$ cat config.mk
export PLATFORM = sky130hd
export DESIGN_NAME = step_sequencer
export DESIGN_NICKNAME = d
export VERILOG_FILES = /design/src/rtl/seq_pkg.sv /design/src/rtl/seq_rise_detect.sv /design/src/rtl/seq_step_counter.sv /design/src/rtl/seq_step_table.sv /design/src/rtl/seq_mask_merge.sv /design/src/rtl/seq_masked_compare.sv /design/src/rtl/step_sequencer.sv
export SDC_FILE = /design/constraint.sdc
export NUM_CORES = 1
export LEC_CHECK = 0
export ABC_AREA = 1
export BUFFER_PORTS_ARGS = -buffer_cell sky130_fd_sc_hd__buf_2
export CELL_PAD_IN_SITES_DETAIL_PLACEMENT = 1
export CELL_PAD_IN_SITES_GLOBAL_PLACEMENT = 1
export CORE_MARGIN = 8
export CORE_UTILIZATION = 46
export DETAILED_ROUTE_END_ITERATION = 10
export GPL_TIMING_DRIVEN = 0
export PLACE_DENSITY = 0.86
export SLEW_MARGIN = 20
export SYNTH_ARGS = -nofsm -noshare
export SYNTH_HDL_FRONTEND = slang
export SYNTH_SLANG_ARGS = --single-unit
$ cat constraint.sdc
create_clock -name clk -period 3.2 [get_ports clk]
set_input_delay 0.16 -clock clk [delete_from_list [all_inputs] [get_ports clk]]
set_output_delay 0.16 -clock clk [all_outputs]
set_load 0.01 [all_outputs]
$ cat src/rtl/seq_pkg.sv
package seq_pkg;

   // action chosen by the step counter for one clock edge
   typedef enum logic [1:0] {
      STEP_HOLD = 2'd0,
      STEP_NEXT = 2'd1,
      STEP_WRAP = 2'd2
   } step_act_e;

   // first step of the working cycle (step 0 is the reset step)
   localparam int unsigned FIRST_STEP = 1;

endpackage

$ cat src/rtl/seq_rise_detect.sv
module seq_rise_detect #(
   parameter bit IDLE_HIGH = 1'b1
) (
   input  logic clk,
   input  logic rst,
   input  logic level,
   output logic rise,
   output logic level_q
);

   always_ff @(posedge clk) begin
      if (rst) level_q <= IDLE_HIGH;
      else     level_q <= level;
   end

   assign rise = level & ~level_q;

endmodule

$ cat src/rtl/seq_step_counter.sv
module seq_step_counter
   import seq_pkg::*;
#(
   parameter int DEPTH  = 16,
   parameter int ADDR_W = 4
) (
   input  logic              clk,
   input  logic              rst,
   input  logic              advance,
   input  logic              len_we,
   input  logic [ADDR_W-1:0] len_in,
   output logic [ADDR_W-1:0] pos,
   output logic [ADDR_W-1:0] len_q,
   output logic              wrap_pulse
);

   localparam logic [ADDR_W-1:0] LAST_STEP  = ADDR_W'(DEPTH - 1);
   localparam logic [ADDR_W-1:0] START_STEP = ADDR_W'(FIRST_STEP);
   localparam bool_full = (DEPTH == (1 << ADDR_W));

   step_act_e          act;
   logic [ADDR_W-1:0]  len_fix;

   // length clamp: only needed when the address space exceeds the depth
   generate
      if (bool_full) begin : g_len_full
         assign len_fix = (len_in == '0) ? START_STEP : len_in;
      end else begin : g_len_clamp
         always_comb begin
            if (len_in == '0)            len_fix = START_STEP;
            else if (len_in > LAST_STEP) len_fix = LAST_STEP;
            else                         len_fix = len_in;
         end
      end
   endgenerate

   always_comb begin
      if (!advance)          act = STEP_HOLD;
      else if (pos >= len_q) act = STEP_WRAP;
      else                   act = STEP_NEXT;
   end

   always_ff @(posedge clk) begin
      if (rst) begin
         pos        <= '0;
         len_q      <= LAST_STEP;
         wrap_pulse <= 1'b0;
      end else begin
         if (len_we) len_q <= len_fix;
         wrap_pulse <= (act == STEP_WRAP);
         case (act)
            STEP_NEXT: pos <= pos + 1'b1;
            STEP_WRAP: pos <= START_STEP;
            default:   pos <= pos;
         endcase
      end
   end

endmodule

$ cat src/rtl/seq_step_table.sv
module seq_step_table #(
   parameter int WORD_W = 16,
   parameter int DEPTH  = 16,
   parameter int ADDR_W = 4
) (
   input  logic              clk,
   input  logic              wr_en,
   input  logic [ADDR_W-1:0] wr_addr,
   input  logic [WORD_W-1:0] wr_data,
   input  logic              ld_en,
   input  logic [ADDR_W-1:0] ld_addr,
   input  logic [WORD_W-1:0] ld_data,
   input  logic [ADDR_W-1:0] rd_addr,
   output logic [WORD_W-1:0] rd_data
);

   logic [DEPTH-1:0][WORD_W-1:0] words;

   generate
      for (genvar e = 0; e < DEPTH; e++) begin : g_entry
         logic [WORD_W-1:0] word_q;
         logic              hit_wr;
         logic              hit_ld;

         assign hit_wr = wr_en && (wr_addr == ADDR_W'(e));
         // the write port wins: a capture is dropped whenever a write is present
         assign hit_ld = !wr_en && ld_en && (ld_addr == ADDR_W'(e));

         always_ff @(posedge clk) begin
            if (hit_wr)      word_q <= wr_data;
            else if (hit_ld) word_q <= ld_data;
         end

         assign words[e] = word_q;
      end
   endgenerate

   assign rd_data = words[rd_addr];

endmodule

$ cat src/rtl/seq_mask_merge.sv
module seq_mask_merge #(
   parameter int WORD_W = 16
) (
   input  logic              clk,
   input  logic              rst,
   input  logic              upd_en,
   input  logic [WORD_W-1:0] src,
   input  logic [WORD_W-1:0] mask,
   output logic [WORD_W-1:0] q
);

   generate
      for (genvar b = 0; b < WORD_W; b++) begin : g_bit
         logic bit_q;
         always_ff @(posedge clk) begin
            if (rst)                     bit_q <= 1'b0;
            else if (upd_en && mask[b])  bit_q <= src[b];
         end
         assign q[b] = bit_q;
      end
   endgenerate

endmodule

$ cat src/rtl/seq_masked_compare.sv
module seq_masked_compare #(
   parameter int WORD_W     = 16,
   parameter bit REGISTERED = 1'b0
) (
   input  logic              clk,
   input  logic              rst,
   input  logic              en,
   input  logic [WORD_W-1:0] a,
   input  logic [WORD_W-1:0] b,
   input  logic [WORD_W-1:0] mask,
   output logic              eq
);

   logic [WORD_W-1:0] diff;
   logic              eq_now;

   assign diff   = (a ^ b) & mask;
   assign eq_now = en && (diff == '0);

   generate
      if (REGISTERED) begin : g_reg
         logic eq_q;
         always_ff @(posedge clk) begin
            if (rst) eq_q <= 1'b0;
            else     eq_q <= eq_now;
         end
         assign eq = eq_q;
      end else begin : g_comb
         logic unused_clk;
         assign unused_clk = clk ^ rst;
         assign eq = eq_now;
      end
   endgenerate

endmodule

$ cat src/rtl/step_sequencer.sv
module step_sequencer #(
   parameter int WORD_W    = 16,
   parameter int DEPTH     = 16,
   parameter bit REG_MATCH = 1'b0,
   localparam int ADDR_W   = (DEPTH > 1) ? $clog2(DEPTH) : 1
) (
   input  logic              clk,
   input  logic              rst,
   input  logic              adv_cond,
   input  logic              len_we,
   input  logic [ADDR_W-1:0] len_in,
   input  logic              tbl_we,
   input  logic [ADDR_W-1:0] tbl_addr,
   input  logic [WORD_W-1:0] tbl_wdata,
   input  logic              load_req,
   input  logic [WORD_W-1:0] in_image,
   input  logic [WORD_W-1:0] out_mask,
   input  logic [WORD_W-1:0] cmp_mask,
   output logic [WORD_W-1:0] out_word,
   output logic              cmp_match,
   output logic [ADDR_W-1:0] step_pos,
   output logic              done_pulse
);

   // elaboration-time parameter checks
   generate
      if (DEPTH < 2) begin : g_bad_depth
         $error("step_sequencer: DEPTH must be at least 2");
      end
      if (WORD_W < 1) begin : g_bad_width
         $error("step_sequencer: WORD_W must be at least 1");
      end
   endgenerate

   logic              adv_rise;
   logic              cond_q;
   logic [ADDR_W-1:0] len_q;
   logic [WORD_W-1:0] cur_word;
   logic              pos_live;

   seq_rise_detect #(.IDLE_HIGH(1'b1)) u_rise (
      .clk     (clk),
      .rst     (rst),
      .level   (adv_cond),
      .rise    (adv_rise),
      .level_q (cond_q)
   );

   seq_step_counter #(.DEPTH(DEPTH), .ADDR_W(ADDR_W)) u_cnt (
      .clk        (clk),
      .rst        (rst),
      .advance    (adv_rise),
      .len_we     (len_we),
      .len_in     (len_in),
      .pos        (step_pos),
      .len_q      (len_q),
      .wrap_pulse (done_pulse)
   );

   seq_step_table #(.WORD_W(WORD_W), .DEPTH(DEPTH), .ADDR_W(ADDR_W)) u_tbl (
      .clk     (clk),
      .wr_en   (tbl_we),
      .wr_addr (tbl_addr),
      .wr_data (tbl_wdata),
      .ld_en   (load_req),
      .ld_addr (step_pos),
      .ld_data (in_image),
      .rd_addr (step_pos),
      .rd_data (cur_word)
   );

   assign pos_live = (step_pos != '0);

   seq_mask_merge #(.WORD_W(WORD_W)) u_out (
      .clk    (clk),
      .rst    (rst),
      .upd_en (pos_live),
      .src    (cur_word),
      .mask   (out_mask),
      .q      (out_word)
   );

   seq_masked_compare #(.WORD_W(WORD_W), .REGISTERED(REG_MATCH)) u_cmp (
      .clk  (clk),
      .rst  (rst),
      .en   (pos_live),
      .a    (in_image),
      .b    (cur_word),
      .mask (cmp_mask),
      .eq   (cmp_match)
   );

endmodule

==> parameters.txt, run 1 <==
Parameter                              Value

Logic synthesis
  Most used DFF post-synth    sky130_fd_sc_hd__edfxtp_1
  Synth Warn #    0
  Synthesized net count    2013
  Count of flip-flops with a built-in enable after synthesis    256
  Average footprint of a synthesized cell    7.91 sq um
  Proportion of synthesized flip-flops having asynchronous set or reset    0%
  Register bit total from synthesis    282
  Sequential element share of the synthesized area    53.8%
  Netlist Area Pre-Place    15200 sq um
  Cell variety after synth    25
  Syn Inst Count    1927

Setup path
  Kind of end point of the critical path    output pin
  Cell family with most CP delay    compound AO/OA/AOI/OAI gates
  Required time of the critical path    3040 ps
  Highest-delay cell along the critical path    sky130_fd_sc_hd__dfxtp_4
  Signal arrival time at the worst endpoint    3020 ps
  Critical path startpoint category    register
  Largest stage delay on the critical path    420 ps
  Crit path buffers/inverters    4
  Largest driver fanout on the critical path    10
  Crit-path cells    buf_6 -> clkbuf_4 -> o21ai_0 -> o21ai_0 -> nand2_1 -> nand2_1 -> o21ai_0 -> nand3_1 -> nand2_1 -> inv_1 -> nand3_1 -> nor2_1 -> buf_2
  Start-to-end type of the worst setup path    register to output pin

Clock network
  Clock latency of the later-clocked register in the worst-skew pair    520 ps
  Maximum root-to-sink buffer count    3
  H-Tree Depth    2
  Total clock buffers created by CTS    34
  CTS tree    built
  Clock transition at the register clock pins on the worst setup and hold paths after CTS    60 ps
  # clock sinks    282
  Clk root buf    sky130_fd_sc_hd__clkbuf_16

Die
  Number of top-level pins    100
  Horizontal die dimension    198 um
  Placement Rows    66
  Floorplan die area    39200 sq um
  Placeable core region    32600 sq um
  Initial core utilization    46.7%
  Die height    198 um

Power
  Ratio of total power to cell area    512 nW/um^2
  Leakage power summed over all cells    8.35 nW
  Final total power    9.46 mW
  Peak supply drop    0.323 mV

Route
  First-pass iteration count of the detailed router    6
  Vias post-DR    15900
  Sum of routed wire length over all layers    71700 um
  DRC errors left    0
  Residual antenna-violating net count after detailed routing    0
  Wire per inst    27.7 um
  Post-DR vias/cell    6.16
  Number of DRC violations after detailed-routing iteration 0    2089

STA
  Tcrit/Tclk final    99.2%
  FMAX    315 MHz
  Total count of hold-check failures in the final report    0
  Final hold slack    22.2 ps
  Setup TNS after final layout    0 ps
  Max-slew violations    0
  Slack of the critical path    24.7 ps
  Count of final setup violators    0
  Worst-margin pin slew    844 ps
  Time the final worst path needs with I/O delays and setup    3180 ps
  Worst rel slew slack    43.7%
  Worst clock skew on the final layout    22.9 ps

Global route
  Leftover overflow at the end of global routing    0
  Combined global-route utilization of all metal layers    35.9%
  Antenna violations before repair    2
  Via count of the first global-routing pass    16700
  First-pass GRT wire length    103000 um
  Pin count of the biggest net entering global routing    16

Placement
  Last weighted congestion value of the routability-driven placer    1.00
  Pre-CTS setup slack    -97.6 ps
  Total of buffers placed on input and output ports    99
  # placed instances    2484
  Detailed Place HPWL    48100 um
  Area after detailed placement    16600 sq um

Status
  Status    finished clean

Layout
  Growth of design area from synthesis to finish    21.3%
  Ratio of cells with drive above 1 in the final layout    12.9%
  Filler Cells Inserted    3925
  Final design instance area without fill    18500 sq um
  Area of the multi-input gates    5740 sq um
  Post-layout instance count excluding filler cells    2588
  Reg area    8220 sq um
  Core utilization of the finished layout    56.7%
  Fin nets    2208

Run
  Max-cap violations    0

Min path
  Class of the tightest hold or removal check    primary input to register
tightest hold or removal path, cell delays in order:
cell and delay, ps:
sky130_fd_sc_hd__buf_2 150, sky130_fd_sc_hd__nand2_1 70, sky130_fd_sc_hd__o21ai_0 60
path summary, 6_finish.rpt:
check	cells after the start	endpoint	from	slack, ps
worst min register to register	2	u_out.g_bit[8].bit_q	u_out.g_bit[8].bit_q	550
worst min-delay path	3	u_tbl.g_entry[0].word_q[0]	in_image[0]	20
worst max register to register	7	u_tbl.g_entry[2].word_q[2]	u_cnt.pos[0]	220
worst max-delay path	13	cmp_match	u_cnt.pos[0]	20
Yosys cell counts, types with 14 or more instances:
master                     count  area, sq um
sky130_fd_sc_hd__a21oi_1      20          100
sky130_fd_sc_hd__buf_4        28          210
sky130_fd_sc_hd__buf_2        25          125
sky130_fd_sc_hd__dfxtp_1      26          521
sky130_fd_sc_hd__edfxtp_1    256         7690
sky130_fd_sc_hd__clkbuf_1     73          274
sky130_fd_sc_hd__buf_1        14         52.6
sky130_fd_sc_hd__nand2_1     670         2510
sky130_fd_sc_hd__nand3_1      72          360
sky130_fd_sc_hd__nor2_1      149          559
sky130_fd_sc_hd__inv_1       202          758
sky130_fd_sc_hd__o21ai_0     349         1750
metal layers:
| metal | vias to the layer above | wire length, um | part of all wire [%] | global-route usage (%) |
|---|---|---|---|---|
| met5 | - | 23 | 0.032 | 0 |
| met2 | 1338 | 32400 | 45 | 57.6 |
| met3 | 361 | 8950 | 12 | 8.27 |
| met4 | 4 | 5560 | 7.8 | 25.4 |
| met1 | 7632 | 24800 | 35 | 42.3 |
| li1 | 6599 | - | - | - |
cell type report:
cell class	count	share of cell area, %
well taps	442	2.99
repair buffers	159	6.34
clock inverters	12	0.886
multi-input cells	1294	31.1
diodes	1	0.0135
plain buffers	147	4.80
flip-flops and latches	282	44.4
inverters	204	4.15
clock buffers	47	5.32
logic make-up (layout without fill, tap and decap cells):
logic type | after synthesis | count (layout) | share of synthesized area, %
buffers and inverters | 351 | 569 | 9.84
other | 0 | 1 | 0
XOR/XNOR | 3 | 3 | 0.172
adder cells (fa/ha/maj) | 8 | 8 | 0.656
AND/OR/NAND/NOR | 898 | 898 | 22.8
flip-flops | 282 | 282 | 53.8
AO/OA/AOI/OAI | 385 | 385 | 12.7
what timing repair did:
| action | CTS | global route |
|---|---|---|
| setup buffers | 0 | 4 |
| hold buffers | 40 | 0 |
| setup endpoints to repair | 9 | 1 |
| gates cloned | 0 | 0 |
| resized for setup | 39 | 62 |
| pin swaps | 0 | 4 |
| hold endpoints to repair | 37 | 0 |
layout by cell type, fill, tap and decap left out, types with 8 or more instances in the layout:
| cell | netlist | routed |
|---|---|---|
| sky130_fd_sc_hd__edfxtp_1 | 256 | 256 |
| sky130_fd_sc_hd__inv_1 | 202 | 202 |
| sky130_fd_sc_hd__dfxtp_1 | 26 | 24 |
| sky130_fd_sc_hd__ha_1 | 8 | 8 |
| sky130_fd_sc_hd__nor2_1 | 149 | 132 |
| sky130_fd_sc_hd__a21oi_1 | 20 | 20 |
| sky130_fd_sc_hd__o21ai_2 | 0 | 14 |
| sky130_fd_sc_hd__buf_6 | 6 | 19 |
| sky130_fd_sc_hd__buf_8 | 0 | 13 |
| sky130_fd_sc_hd__clkbuf_1 | 73 | 76 |
| sky130_fd_sc_hd__o21ai_0 | 349 | 335 |
| sky130_fd_sc_hd__o21ai_1 | 10 | 10 |
| sky130_fd_sc_hd__nor2_4 | 0 | 14 |
| sky130_fd_sc_hd__clkbuf_16 | 0 | 37 |
| sky130_fd_sc_hd__buf_2 | 25 | 104 |
| sky130_fd_sc_hd__clkbuf_4 | 0 | 10 |
| sky130_fd_sc_hd__buf_4 | 28 | 33 |
| sky130_fd_sc_hd__dlygate4sd3_1 | 0 | 40 |
| sky130_fd_sc_hd__nand3_1 | 72 | 72 |
| sky130_fd_sc_hd__buf_1 | 14 | 14 |
| sky130_fd_sc_hd__nand2_1 | 670 | 668 |
report_power, final:
group	switching, mW	total [mW]	internal (mW)	leakage [nW]
Clock	1.61	4.08	2.47	0.558
Sequential	0.0323	4.15	4.12	2.53
Combinational	0.856	1.22	0.369	5.26
flip-flops by register name, summed over array words and instances, names as in the netlist:
register,count
u_out.g_bit.bit_q,16
u_rise.level_q,1
u_cnt.pos,4
u_cnt.wrap_pulse,1
u_tbl.g_entry.word_q,256
u_cnt.len_q,4
Note: power is estimated with default switching activity, not from simulation.
==> run 2, diff against run 1 <==
--- a/config.mk
+++ b/config.mk
@@ -10,11 +10,13 @@
 export CELL_PAD_IN_SITES_DETAIL_PLACEMENT = 1
 export CELL_PAD_IN_SITES_GLOBAL_PLACEMENT = 1
 export CORE_MARGIN = 8
-export CORE_UTILIZATION = 46
+export CORE_UTILIZATION = 47
+export CTS_BUF_LIST = sky130_fd_sc_hd__clkbuf_4
 export DETAILED_ROUTE_END_ITERATION = 10
 export GPL_TIMING_DRIVEN = 0
-export PLACE_DENSITY = 0.86
+export PLACE_DENSITY_LB_ADDON = 0.1
 export SLEW_MARGIN = 20
 export SYNTH_ARGS = -nofsm -noshare
 export SYNTH_HDL_FRONTEND = slang
 export SYNTH_SLANG_ARGS = --single-unit
+export TNS_END_PERCENT = 20
==> parameters.txt, run 2 (synthesis gave the netlist of run 1 again) <==
Parameter                              Value

Status
  Status    complete, but fails checks (was finished clean)
  Violations in the final reports    setup timing

STA
  Count of final setup violators    1 (was 0)
  Tcrit/Tclk final    104% (was 99.2%)
  FMAX    300 MHz (was 315 MHz)
  Slack of the critical path    -136 ps (was 24.7 ps)
  Max-slew violations    0 (unchanged)
  Worst clock skew on the final layout    62.6 ps (was 22.9 ps)
  Total count of hold-check failures in the final report    0 (unchanged)
  Worst rel slew slack    35.9% (was 43.7%)
  Time the final worst path needs with I/O delays and setup    3340 ps (was 3180 ps)
  Worst-margin pin slew    962 ps (was 844 ps)

Die
  Die height    196 um (was 198 um)
  Placeable core region    32200 sq um (was 32600 sq um)
  Initial core utilization    47.3% (was 46.7%)
  Floorplan die area    38500 sq um (was 39200 sq um)
  Horizontal die dimension    196 um (was 198 um)
  Number of top-level pins    100 (unchanged)
  Placement Rows    66 (unchanged)

Layout
  Registers with the highest flip-flop counts    u_tbl.g_entry.word_q (256), u_out.g_bit.bit_q (16) (unchanged)
  Most common library cell in the layout ignoring fill and taps    sky130_fd_sc_hd__nand2_1 (unchanged)
  Growth of design area from synthesis to finish    25.9% (was 21.3%)
  Filler Cells Inserted    3954 (was 3925)
  Fin nets    2315 (was 2208)
  Area of the multi-input gates    5810 sq um (was 5740 sq um)
  Reg area    8220 sq um (unchanged)
  Flip-flop count of the largest register after layout    256 (unchanged)
  Top register by number of flip-flops    u_tbl.g_entry.word_q (unchanged)
  Commonest non-fill, non-tap cells in the layout    651 x sky130_fd_sc_hd__nand2_1, 332 x sky130_fd_sc_hd__o21ai_0, 256 x sky130_fd_sc_hd__edfxtp_1 (was 668 x sky130_fd_sc_hd__nand2_1, 335 x sky130_fd_sc_hd__o21ai_0, 256 x sky130_fd_sc_hd__edfxtp_1)
  Ratio of cells with drive above 1 in the final layout    17.4% (was 12.9%)
  Post-layout instance count excluding filler cells    2699 (was 2588)

Clock network
  Clock transition at the register clock pins on the worst setup and hold paths after CTS    70 ps (was 60 ps)
  CTS tree    built (unchanged)
  Total clock buffers created by CTS    79 (was 34)
  # clock sinks    282 (unchanged)
  Maximum root-to-sink buffer count    3 (unchanged)
  Clock latency of the later-clocked register in the worst-skew pair    760 ps (was 520 ps)
  Clk root buf    sky130_fd_sc_hd__clkbuf_4 (was sky130_fd_sc_hd__clkbuf_16)
  H-Tree Depth    3 (was 2)

Power
  Gate power share    15.2% (was 13.0%)
  Leakage power summed over all cells    8.76 nW (was 8.35 nW)
  Pint    6.30 mW (was 6.96 mW)
  Final total power    8.89 mW (was 9.46 mW)
  Net switching fraction of the power    29.2% (was 26.4%)
  Sequential fraction of design power    46.7% (was 43.9%)
  Total net switching power    2.59 mW (was 2.50 mW)
  Power share of the clock group    38.1% (was 43.2%)
  Ratio of total power to cell area    463 nW/um^2 (was 512 nW/um^2)
  Peak supply drop    0.209 mV (was 0.323 mV)

Route
  Number of DRC violations after detailed-routing iteration 0    1950 (was 2089)
  Residual antenna-violating net count after detailed routing    0 (unchanged)
  Post-DR vias/cell    5.95 (was 6.16)
  Wire per inst    27.0 um (was 27.7 um)
  DRC errors left    0 (unchanged)
  Vias post-DR    16100 (was 15900)
  Sum of routed wire length over all layers    73000 um (was 71700 um)
  First-pass iteration count of the detailed router    6 (unchanged)

Placement
  Last weighted congestion value of the routability-driven placer    0.973 (was 1.00)
  Detailed Place HPWL    48400 um (was 48100 um)
  Total of buffers placed on input and output ports    99 (unchanged)
  # placed instances    2450 (was 2484)

Min path
  Class of the tightest hold or removal check    primary input to register (unchanged)

Setup path
  Highest-delay cell along the critical path    sky130_fd_sc_hd__dfxtp_4 (unchanged)
  Critical path startpoint category    register (unchanged)
  Kind of end point of the critical path    output pin (unchanged)
  Crit-path cells    clkinvlp_4 -> buf_4 -> buf_8 -> nor2_2 -> nand2_1 -> nand2_1 -> nand2_1 -> nand2_2 -> o21ai_0 -> nand3_1 -> nand2_1 -> nor2_4 -> nand3_1 -> nor2_2 -> buf_2 (was buf_6 -> clkbuf_4 -> o21ai_0 -> o21ai_0 -> nand2_1 -> nand2_1 -> o21ai_0 -> nand3_1 -> nand2_1 -> inv_1 -> nand3_1 -> nor2_1 -> buf_2)
  Crit path buffers/inverters    4 (unchanged)
  Largest stage delay on the critical path    420 ps (about the same)
  Largest driver fanout on the critical path    10 (unchanged)
  Cell family with most CP delay    simple AND/OR/NAND/NOR gates (was compound AO/OA/AOI/OAI gates)
  Most repeated library cell on the critical path    sky130_fd_sc_hd__nand2_1
  Required time of the critical path    3040 ps (about the same)
  Start-to-end type of the worst setup path    register to output pin (unchanged)
  Signal arrival time at the worst endpoint    3180 ps (was 3020 ps)

Global route
  Leftover overflow at the end of global routing    0 (unchanged)
  Antenna violations before repair    4 (was 2)
  Pin count of the biggest net entering global routing    14 (was 16)
  First-pass GRT wire length    102000 um (was 103000 um)
  Combined global-route utilization of all metal layers    36.3% (was 35.9%)
  Via count of the first global-routing pass    16500 (was 16700)

Run
  Max-cap violations    0 (unchanged)
run 2: changes by cell type in the layout (fill, tap and decap cells not counted), moves of 4 or more:
cell                            change
sky130_fd_sc_hd__buf_4             +16
sky130_fd_sc_hd__nand2_2           +17
sky130_fd_sc_hd__clkbuf_1           -8
sky130_fd_sc_hd__buf_12            +18
sky130_fd_sc_hd__bufinv_16          -4
sky130_fd_sc_hd__dlygate4sd3_1     +37
sky130_fd_sc_hd__clkbuf_16         -34
sky130_fd_sc_hd__nand2_1           -17
sky130_fd_sc_hd__clkbuf_4         +112
sky130_fd_sc_hd__clkinv_1          +15
run 2: final timing paths:
check	from	end	slack, ps	depth (start not counted)
setup / recovery	u_cnt.pos[1]	cmp_match	-140	15
hold / removal	tbl_addr[3]	u_tbl.g_entry[14].word_q[1]	20	3
hold reg to reg	u_out.g_bit[15].bit_q	u_out.g_bit[15].bit_q	540	2
setup reg to reg	u_cnt.pos[0]	u_tbl.g_entry[2].word_q[14]	490	7
run 2: worst reg2reg max path, stage by stage (launching register included):
cell	delay, ps
sky130_fd_sc_hd__dfxtp_4	420
sky130_fd_sc_hd__inv_8	130
sky130_fd_sc_hd__clkbuf_16	170
sky130_fd_sc_hd__buf_6	200
sky130_fd_sc_hd__ha_1	190
sky130_fd_sc_hd__nand2_1	390
sky130_fd_sc_hd__o21ai_2	620
sky130_fd_sc_hd__buf_6	250
run 2: final cells by class:
class                           instances  area share [%]
Tap cell                              408            2.66
Clock inverter                         20           0.417
Clock buffer                          120            4.69
Antenna cell                            3          0.0391
Buffer                                147            5.86
Inverter                              204            4.06
Sequential cell                       282            42.8
Timing Repair Buffer                  221            9.23
Multi-Input combinational cell       1294            30.3
run 2: routing by layer:
metal  GRT usage [%]  vias up  wire [um]
li1                -     6872          -
met1            43.1     7788      26000
met2            57.8     1084      33000
met3            8.60      314       8600
met4            25.2        0       5380
met5               0        -          0
run 2: what timing repair did:
item                                    in CTS  in global routing
resized for setup                          101                 84
pin swaps                                    8                 13
hold buffers                                77                  0
setup buffers                                7                 19
endpoints found under the setup margin      28                  1
cloned                                       0                  3
hold endpoints to repair                   122                  0
run 2: per-stage QoR:
step           cell area [sq um]  utilization (%)  setup TNS [ps]  hold WS, ps  setup slack (ps)
2_1_floorplan              15200                -               0          232               478
3_3_place_gp               16300             50.5         -286370          346             -1670
3_5_place_dp               16600             51.4            -576          355              -120
4_1_cts                    18700             58.0               0         13.4              9.95
5_1_grt                    19200             59.6            -105         30.1              -105
6_report                   19200             59.6            -136         22.9              -136
run 2: power by group through the flow:
| stage | logic (mW) | registers (mW) | clock network [mW] |
|---|---|---|---|
| 4_1_cts | 1.20 | 4.15 | 3.34 |
| 3_5_place_dp | 1.06 | 4.23 | 0 |
| 5_1_grt | 1.42 | 4.15 | 3.53 |
| 2_1_floorplan | 0.574 | 4.22 | 0 |
| 3_3_place_gp | 0.987 | 4.23 | 0 |
| 6_report | 1.35 | 4.15 | 3.39 |
